$ cat src/rtl/exc_frame_pkg.sv
package exc_frame_pkg;
  localparam int FRAME_WORDS = 8;
  localparam int IDX_W       = $clog2(FRAME_WORDS);
  localparam int FRAME_BYTES = FRAME_WORDS * 4;
  localparam logic [IDX_W-1:0] SLOT_LR   = IDX_W'(5);
  localparam logic [IDX_W-1:0] SLOT_PC   = IDX_W'(6);
  localparam logic [IDX_W-1:0] SLOT_LAST = IDX_W'(FRAME_WORDS - 1);

  localparam logic [31:0] RET_HANDLER_MAIN = 32'hFFFF_FFF1;
  localparam logic [31:0] RET_THREAD_MAIN  = 32'hFFFF_FFF9;
  localparam logic [31:0] RET_THREAD_PROC  = 32'hFFFF_FFFD;

  typedef enum logic [1:0] {
    SQ_IDLE,
    SQ_PUSH,
    SQ_VEC,
    SQ_POP
  } seq_state_t;
endpackage

$ cat src/rtl/exc_ret_decode.sv
module exc_ret_decode (
  input  logic [31:0] code,
  output logic        valid,
  output logic        to_handler,
  output logic        to_psp
);
  import exc_frame_pkg::*;

  always_comb begin
    valid      = 1'b1;
    to_handler = 1'b0;
    to_psp     = 1'b0;
    unique case (code)
      RET_HANDLER_MAIN: to_handler = 1'b1;
      RET_THREAD_MAIN:  ;
      RET_THREAD_PROC:  to_psp = 1'b1;
      default:          valid = 1'b0;
    endcase
  end
endmodule

$ cat src/rtl/exc_addr_gen.sv
module exc_addr_gen #(
  parameter int          NUM_W    = 6,
  parameter int          IDX_W    = 3,
  parameter logic [31:0] VEC_BASE = 32'h0000_0000
) (
  input  logic [31:0]      frame_base,
  input  logic [IDX_W-1:0] slot,
  input  logic [NUM_W-1:0] num,
  input  logic             vec_sel,
  output logic [31:0]      addr
);
  logic [31:0] slot_off;
  logic [31:0] vec_off;

  assign slot_off = 32'(slot) << 2;
  assign vec_off  = 32'(num) << 2;
  assign addr     = vec_sel ? (VEC_BASE + vec_off) : (frame_base + slot_off);
endmodule

$ cat src/rtl/exc_frame_seq.sv
module exc_frame_seq #(
  parameter int          NUM_W    = 6,
  parameter logic [31:0] VEC_BASE = 32'h0000_0000
) (
  input  logic             clk,
  input  logic             rst,
  input  logic             entry_req,
  input  logic [NUM_W-1:0] entry_num,
  input  logic             ret_req,
  input  logic [31:0]      ret_code,
  input  logic [31:0]      msp_in,
  input  logic [31:0]      psp_in,
  output logic [2:0]       reg_rd_idx,
  input  logic [31:0]      reg_rd_data,
  output logic             reg_wr_en,
  output logic [2:0]       reg_wr_idx,
  output logic [31:0]      reg_wr_data,
  output logic             sp_wr_en,
  output logic             sp_wr_psp,
  output logic [31:0]      sp_wr_data,
  output logic             mem_req,
  output logic             mem_we,
  output logic [31:0]      mem_addr,
  output logic [31:0]      mem_wdata,
  input  logic [31:0]      mem_rdata,
  input  logic             mem_ready,
  output logic             branch_en,
  output logic [31:0]      branch_addr,
  output logic [NUM_W-1:0] ipsr,
  output logic             exc_ack,
  output logic             in_handler,
  output logic             on_psp,
  output logic             busy,
  output logic             done,
  output logic             fault
);
  import exc_frame_pkg::*;

  seq_state_t       state;
  logic [IDX_W-1:0] slot;
  logic [31:0]      frame_base;
  logic [NUM_W-1:0] num_q;
  logic [31:0]      code_q;
  logic [31:0]      pc_q;
  logic             tgt_handler;
  logic             tgt_psp;
  logic [31:0]      act_sp;
  logic             dec_valid;
  logic             dec_handler;
  logic             dec_psp;

  exc_ret_decode u_dec (
    .code       (ret_code),
    .valid      (dec_valid),
    .to_handler (dec_handler),
    .to_psp     (dec_psp)
  );

  exc_addr_gen #(
    .NUM_W    (NUM_W),
    .IDX_W    (IDX_W),
    .VEC_BASE (VEC_BASE)
  ) u_addr (
    .frame_base (frame_base),
    .slot       (slot),
    .num        (num_q),
    .vec_sel    (state == SQ_VEC),
    .addr       (mem_addr)
  );

  assign act_sp     = on_psp ? psp_in : msp_in;
  assign mem_req    = (state != SQ_IDLE);
  assign mem_we     = (state == SQ_PUSH);
  assign mem_wdata  = reg_rd_data;
  assign reg_rd_idx = slot;
  assign busy       = (state != SQ_IDLE);

  always_ff @(posedge clk) begin
    if (rst) begin
      state       <= SQ_IDLE;
      slot        <= '0;
      frame_base  <= '0;
      num_q       <= '0;
      code_q      <= '0;
      pc_q        <= '0;
      tgt_handler <= 1'b0;
      tgt_psp     <= 1'b0;
      reg_wr_en   <= 1'b0;
      reg_wr_idx  <= '0;
      reg_wr_data <= '0;
      sp_wr_en    <= 1'b0;
      sp_wr_psp   <= 1'b0;
      sp_wr_data  <= '0;
      branch_en   <= 1'b0;
      branch_addr <= '0;
      ipsr        <= '0;
      exc_ack     <= 1'b0;
      in_handler  <= 1'b0;
      on_psp      <= 1'b0;
      done        <= 1'b0;
      fault       <= 1'b0;
    end else begin
      reg_wr_en <= 1'b0;
      sp_wr_en  <= 1'b0;
      branch_en <= 1'b0;
      exc_ack   <= 1'b0;
      done      <= 1'b0;
      fault     <= 1'b0;
      unique case (state)
        SQ_IDLE: begin
          slot <= '0;
          if (entry_req) begin
            frame_base <= act_sp - 32'(FRAME_BYTES);
            sp_wr_en   <= 1'b1;
            sp_wr_psp  <= on_psp;
            sp_wr_data <= act_sp - 32'(FRAME_BYTES);
            num_q      <= entry_num;
            code_q     <= in_handler ? RET_HANDLER_MAIN :
                          (on_psp ? RET_THREAD_PROC : RET_THREAD_MAIN);
            state      <= SQ_PUSH;
          end else if (ret_req) begin
            if (dec_valid) begin
              frame_base  <= dec_psp ? psp_in : msp_in;
              tgt_handler <= dec_handler;
              tgt_psp     <= dec_psp;
              state       <= SQ_POP;
            end else begin
              fault <= 1'b1;
            end
          end
        end
        SQ_PUSH: begin
          if (mem_ready) begin
            if (slot == SLOT_LAST) state <= SQ_VEC;
            else                   slot  <= slot + 1'b1;
          end
        end
        SQ_VEC: begin
          if (mem_ready) begin
            branch_en   <= 1'b1;
            branch_addr <= mem_rdata;
            reg_wr_en   <= 1'b1;
            reg_wr_idx  <= SLOT_LR;
            reg_wr_data <= code_q;
            ipsr        <= num_q;
            exc_ack     <= 1'b1;
            in_handler  <= 1'b1;
            on_psp      <= 1'b0;
            done        <= 1'b1;
            state       <= SQ_IDLE;
          end
        end
        SQ_POP: begin
          if (mem_ready) begin
            reg_wr_en   <= 1'b1;
            reg_wr_idx  <= slot;
            reg_wr_data <= mem_rdata;
            if (slot == SLOT_PC) pc_q <= mem_rdata;
            if (slot == SLOT_LAST) begin
              branch_en   <= 1'b1;
              branch_addr <= pc_q;
              sp_wr_en    <= 1'b1;
              sp_wr_psp   <= tgt_psp;
              sp_wr_data  <= frame_base + 32'(FRAME_BYTES);
              ipsr        <= '0;
              in_handler  <= tgt_handler;
              on_psp      <= tgt_psp;
              done        <= 1'b1;
              state       <= SQ_IDLE;
            end else begin
              slot <= slot + 1'b1;
            end
          end
        end
        default: state <= SQ_IDLE;
      endcase
    end
  end
endmodule

$ cat config.mk
export PLATFORM = sky130hd
export DESIGN_NAME = exc_frame_seq
export DESIGN_NICKNAME = d
export VERILOG_FILES = /design/src/rtl/exc_frame_pkg.sv /design/src/rtl/exc_ret_decode.sv /design/src/rtl/exc_addr_gen.sv /design/src/rtl/exc_frame_seq.sv
export SDC_FILE = /design/constraint.sdc
export NUM_CORES = 1
export LEC_CHECK = 0
export ABC_CLOCK_PERIOD_IN_PS = 5000
export BUFFER_PORTS_ARGS = -buffer_cell sky130_fd_sc_hd__buf_4
export CAP_MARGIN = 5
export CORE_MARGIN = 2
export CORE_UTILIZATION = 45
export CTS_CLUSTER_DIAMETER = 80
export CTS_CLUSTER_SIZE = 40
export DETAILED_ROUTE_END_ITERATION = 8
export GPL_TIMING_DRIVEN = 0
export PLACE_DENSITY = 0.72
export SLEW_MARGIN = 20
export SYNTH_ARGS = -nofsm -noshare
export SYNTH_HDL_FRONTEND = slang
export SYNTH_HIERARCHICAL = 1
export SYNTH_SLANG_ARGS = --single-unit
$ cat constraint.sdc
create_clock -name clk -period 5 [get_ports clk]
set_input_delay 0.25 -clock clk [delete_from_list [all_inputs] [get_ports clk]]
set_output_delay 0.25 -clock clk [all_outputs]
set_load 0.05 [all_outputs]
==> qor.tcl <==
set qor(timing.hold.worst.class) {input pin to flip-flop}
set qor(floorplan.die_area_mm2) 0.0259
set qor(synth_enable_flop_cells) 0
set qor(ys_async_sr_fraction) 0
set qor(status) {finished, final reports clean}
set qor(synth-seq-cells) 193
set qor(fillerInstances) 2237
set qor(placed_cells) 2036
set qor(start_kind) {flip-flop}
set qor(grt_antenna_before_repair) 0
set qor(first_pass_grt_wire_length_mm) 64.2
set qor(setup_slack_of_the_most_critical_reg_to_reg_path_ns) 0.48
set qor(yosys-top-cells-area) {sky130_fd_sc_hd__dfxtp_1 35%, sky130_fd_sc_hd__mux2i_1 7.9%, sky130_fd_sc_hd__a211oi_1 6.0%, sky130_fd_sc_hd__a21oi_1 5.6%, sky130_fd_sc_hd__nor2_1 5.5%}
set qor(postCtsSetupRepairBufs) 0
set qor(finish.cell_count_without_fillers) 2069
set qor(post_synthesis_cell_area_mm2) 0.0111
set qor(rsz0062_at_grt) {false}
set qor(gp_routability_congestion) 0.969
set qor(clockRootBuffer) {sky130_fd_sc_hd__clkbuf_16}
set qor(power.ir.vdd_worst_uv) 302
set qor(yosys.cell_types.count) 74
set qor(layout.nets) 1915
set qor(via_per_inst) 5.86
set qor(syn2layout_area_growth_pct) 31.2
set qor(yosys.area.top_type_share) 0.349
set qor(ant_nets) 0
set qor(cts-buffers-inserted) 17
set qor(leakagePower_nw) 5.56
set qor(core.rowCount) 57
set qor(period_share) 0.903
set qor(worstReg2RegEnd) {sp_wr_data[17]$_SDFFE_PP0P_}
set qor(vias_in_the_first_global_route) 11300
set qor(final.min_clock_period_ns) 4.52
set qor(hpwlAfterDp_mm) 33.1
set qor(final-setup-viol-count) 0
set qor(worst-setup-path-type) {flip-flop to flip-flop}
set qor(buffer_ports.inserted) 321
set qor(final_hold_vios) 0
set qor(postCtsHoldBufs) 0
set qor(crit_path_end) {sp_wr_data[17]$_SDFFE_PP0P_}
set qor(track_usage) 0.316
set qor(critPathCaptureType) {flip-flop}
set qor(place_area_mm2) 0.0139
set qor(synth.yosys.seq_area_share) 0.349
set qor(max_cap_viol_count) 0
set qor(synthesis.instances) 1391
set qor(drt_first_iter_violations) 1260
set qor(floorplan.io_pins) 355
set qor(clock_slew_at_the_register_clock_pins_of_the_worst_setup_and_hold_paths_ns) 0.08
set qor(worst_path_setup_slack_after_routing_ns) 0.483
set qor(syn_avg_cell_area_um2) 7.97
set qor(ctsResizeCount) 0
set qor(maximum_clock_frequency_mhz) 221
set qor(final_area_mm2) 0.0145
set qor(drive_above_1_share) 0.249
set qor(worst_ep_arrival_time_ns) 4.83
set qor(grt_start_max_net_pins) 22
set qor(timing.slew.headroom) 0.406
set qor(timing.setup.tns_ns) 0
set qor(cts_htree_levels) 4
set qor(clock_latency_on_the_worst_skew_pair_ns) 0.45
set qor(clock_skew_ns) 0.0136
set qor(tritoncts) {built}
set qor(cts.path.max_buffers) 2
set qor(die_y_um) 161
set qor(globalRoute.totalOverflow) 0
set qor(cp_data_required_time_ns) 5.32
set qor(initial_core_utilization) 0.457
set qor(finalHoldWorstSlack_ns) 0.0474
set qor(timing.final.max_slew_violations) 0
set qor(total_drc_errors_in_the_routed_layout) 0
set qor(mappedNetlistNets) 1575
set qor(design.core.area_mm2) 0.0242
set qor(power.density_cell_area_mw_per_mm2) 467
set qor(path_max_fanout) 10
set qor(worst-slew-pin-transition_ns) 0.891
set qor(detailedRoute.firstPassIterationCount) 7
set qor(largest_area_contributor_in_the_netlist) {sky130_fd_sc_hd__dfxtp_1}
set qor(startpoint) {on_psp$_SDFFE_PP0P_}
set qor(via_count) 12100
set qor(floorplan.die.width_um) 161
set qor(reg2reg_from) {on_psp$_SDFFE_PP0P_}
set qor(worst_r2r_path_depth) 14
set qor(tritoncts_num_sinks) 193
set qor(place_worst_setup_slack_ns) 0.629
set qor(synth-warning-count) 6
set qor(routed_wirelength_mm) 42.2
set qor(post_drt_wl_per_cell_um) 20.4
set qor(yosys_most_used_dff) {sky130_fd_sc_hd__dfxtp_1}
-- sequential cells by signal (all words and copies together), names as in the netlist --
name,count
branch_addr,32
code_q,3
done,1
exc_ack,1
fault,1
frame_base,32
in_handler,1
ipsr,6
num_q,6
on_psp,1
pc_q,32
reg_rd_idx,3
reg_wr_data,32
reg_wr_en,1
reg_wr_idx,3
sp_wr_data,32
sp_wr_en,1
sp_wr_psp,1
state,2
tgt_handler,1
tgt_psp,1
-- cells by family after synthesis --
logic type / synth area share
muxes: 0.0908
adders and majority gates: 0.0154
DFF: 0.349
and+or+nand+nor: 0.243
buffers and inverters: 0.0648
xor gates and xnor gates: 0.0419
AOI/OAI and AO/OA: 0.196
-- where the power goes --
part / switching (mW) / leakage (nW) / internal (mW)
Clock: 0.727 / 0.306 / 0.733
Combinational: 2.25 / 3.68 / 0.966
Sequential: 0.296 / 1.57 / 1.82
-- metal layers --
| metal | GRT usage | part of all wire | vias up |
|---|---|---|---|
| met5 | 0 | 0 | - |
| met4 | 0.129 | 0.039 | 0 |
| met3 | 0.0630 | 0.10 | 103 |
| met2 | 0.491 | 0.44 | 678 |
| met1 | 0.429 | 0.42 | 5670 |
| li1 | - | - | 5677 |
-- cells in the mapped netlist, types with 8 or more instances --
master	instances
sky130_fd_sc_hd__nand3_1	29
sky130_fd_sc_hd__buf_4	34
sky130_fd_sc_hd__clkbuf_1	80
sky130_fd_sc_hd__o22ai_1	9
sky130_fd_sc_hd__xor2_1	23
sky130_fd_sc_hd__o31ai_1	15
sky130_fd_sc_hd__inv_1	13
sky130_fd_sc_hd__nand2_1	150
sky130_fd_sc_hd__and3_1	8
sky130_fd_sc_hd__or3_1	12
sky130_fd_sc_hd__a211oi_1	89
sky130_fd_sc_hd__nor3_1	77
sky130_fd_sc_hd__nor4_1	14
sky130_fd_sc_hd__mux2i_1	87
sky130_fd_sc_hd__dfxtp_1	193
sky130_fd_sc_hd__or4_1	13
sky130_fd_sc_hd__o21ai_0	39
sky130_fd_sc_hd__mux2_2	12
sky130_fd_sc_hd__nor2b_1	15
sky130_fd_sc_hd__buf_2	8
sky130_fd_sc_hd__nor3b_1	10
sky130_fd_sc_hd__ha_1	12
sky130_fd_sc_hd__nand4_1	18
sky130_fd_sc_hd__nor2_1	161
sky130_fd_sc_hd__a21oi_1	125
sky130_fd_sc_hd__xnor2_1	30
sky130_fd_sc_hd__a22oi_1	19
-- cells in the final DEF, fill, tap and decap left out, types with 19 or more instances in the layout --
cell type                  netlist  final
sky130_fd_sc_hd__nor3_1         77     77
sky130_fd_sc_hd__o21ai_0        39     39
sky130_fd_sc_hd__clkbuf_1       80     80
sky130_fd_sc_hd__a22oi_1        19     19
sky130_fd_sc_hd__xnor2_1        30     30
sky130_fd_sc_hd__a21oi_1       125    125
sky130_fd_sc_hd__xor2_1         23     23
sky130_fd_sc_hd__nand3_1        29     29
sky130_fd_sc_hd__nor2_1        161    161
sky130_fd_sc_hd__buf_4          34    355
sky130_fd_sc_hd__mux2i_1        87     87
sky130_fd_sc_hd__nand2_1       150    150
sky130_fd_sc_hd__dfxtp_1       193    193
sky130_fd_sc_hd__a211oi_1       89     89
-- cell type report --
cell class	count	area, um2	area share
repair buffers	321	2410	0.166
plain buffers	131	666	0.0458
well taps	324	405	0.0279
diodes	1	2.50	0.000172
multi-input cells	1053	6500	0.447
inverters	14	52.6	0.00361
clock inverters	15	213	0.0146
clock buffers	17	425	0.0293
flip-flops and latches	193	3860	0.266
-- worst min-delay path by stage --
stage                                    start              endpoint  slack, ns  depth (start not counted)
final                                  ret_req      fault$_SDFF_PP0_       0.05                          3
after detailed placement  pc_q[3]$_SDFFE_PP0P_  pc_q[3]$_SDFFE_PP0P_       0.45                          2
after global routing                   ret_req      fault$_SDFF_PP0_       0.06                          3
after global placement    pc_q[4]$_SDFFE_PP0P_  pc_q[4]$_SDFFE_PP0P_       0.44                          2
after floorplan                        ret_req      fault$_SDFF_PP0_       0.37                          2
after CTS                              ret_req      fault$_SDFF_PP0_       0.04                          3
-- per-stage QoR --
| step | util | power (mW) |
|---|---|---|
| global route | 0.600 | 7.04 |
| global placement | 0.573 | 5.26 |
| finish | 0.600 | 6.79 |
| detailed placement | 0.573 | 5.29 |
| floorplan | - | 4.20 |
| CTS | 0.600 | 6.73 |
-- critical path: stages (launching register included) --
cell and delay, ns:
sky130_fd_sc_hd__dfxtp_1 0.45, sky130_fd_sc_hd__buf_6 0.18, sky130_fd_sc_hd__buf_6 0.14, sky130_fd_sc_hd__buf_2 0.22, sky130_fd_sc_hd__buf_2 0.31, sky130_fd_sc_hd__buf_2 0.38, sky130_fd_sc_hd__buf_2 0.36, sky130_fd_sc_hd__mux2i_1 0.27
sky130_fd_sc_hd__ha_1 0.25, sky130_fd_sc_hd__or4b_4 0.50, sky130_fd_sc_hd__a22o_4 0.31, sky130_fd_sc_hd__nor3_1 0.25, sky130_fd_sc_hd__xnor2_1 0.17, sky130_fd_sc_hd__o21ai_0 0.46, sky130_fd_sc_hd__a21oi_1 0.13
No activity file was read; power rests on OpenSTA's default activity.
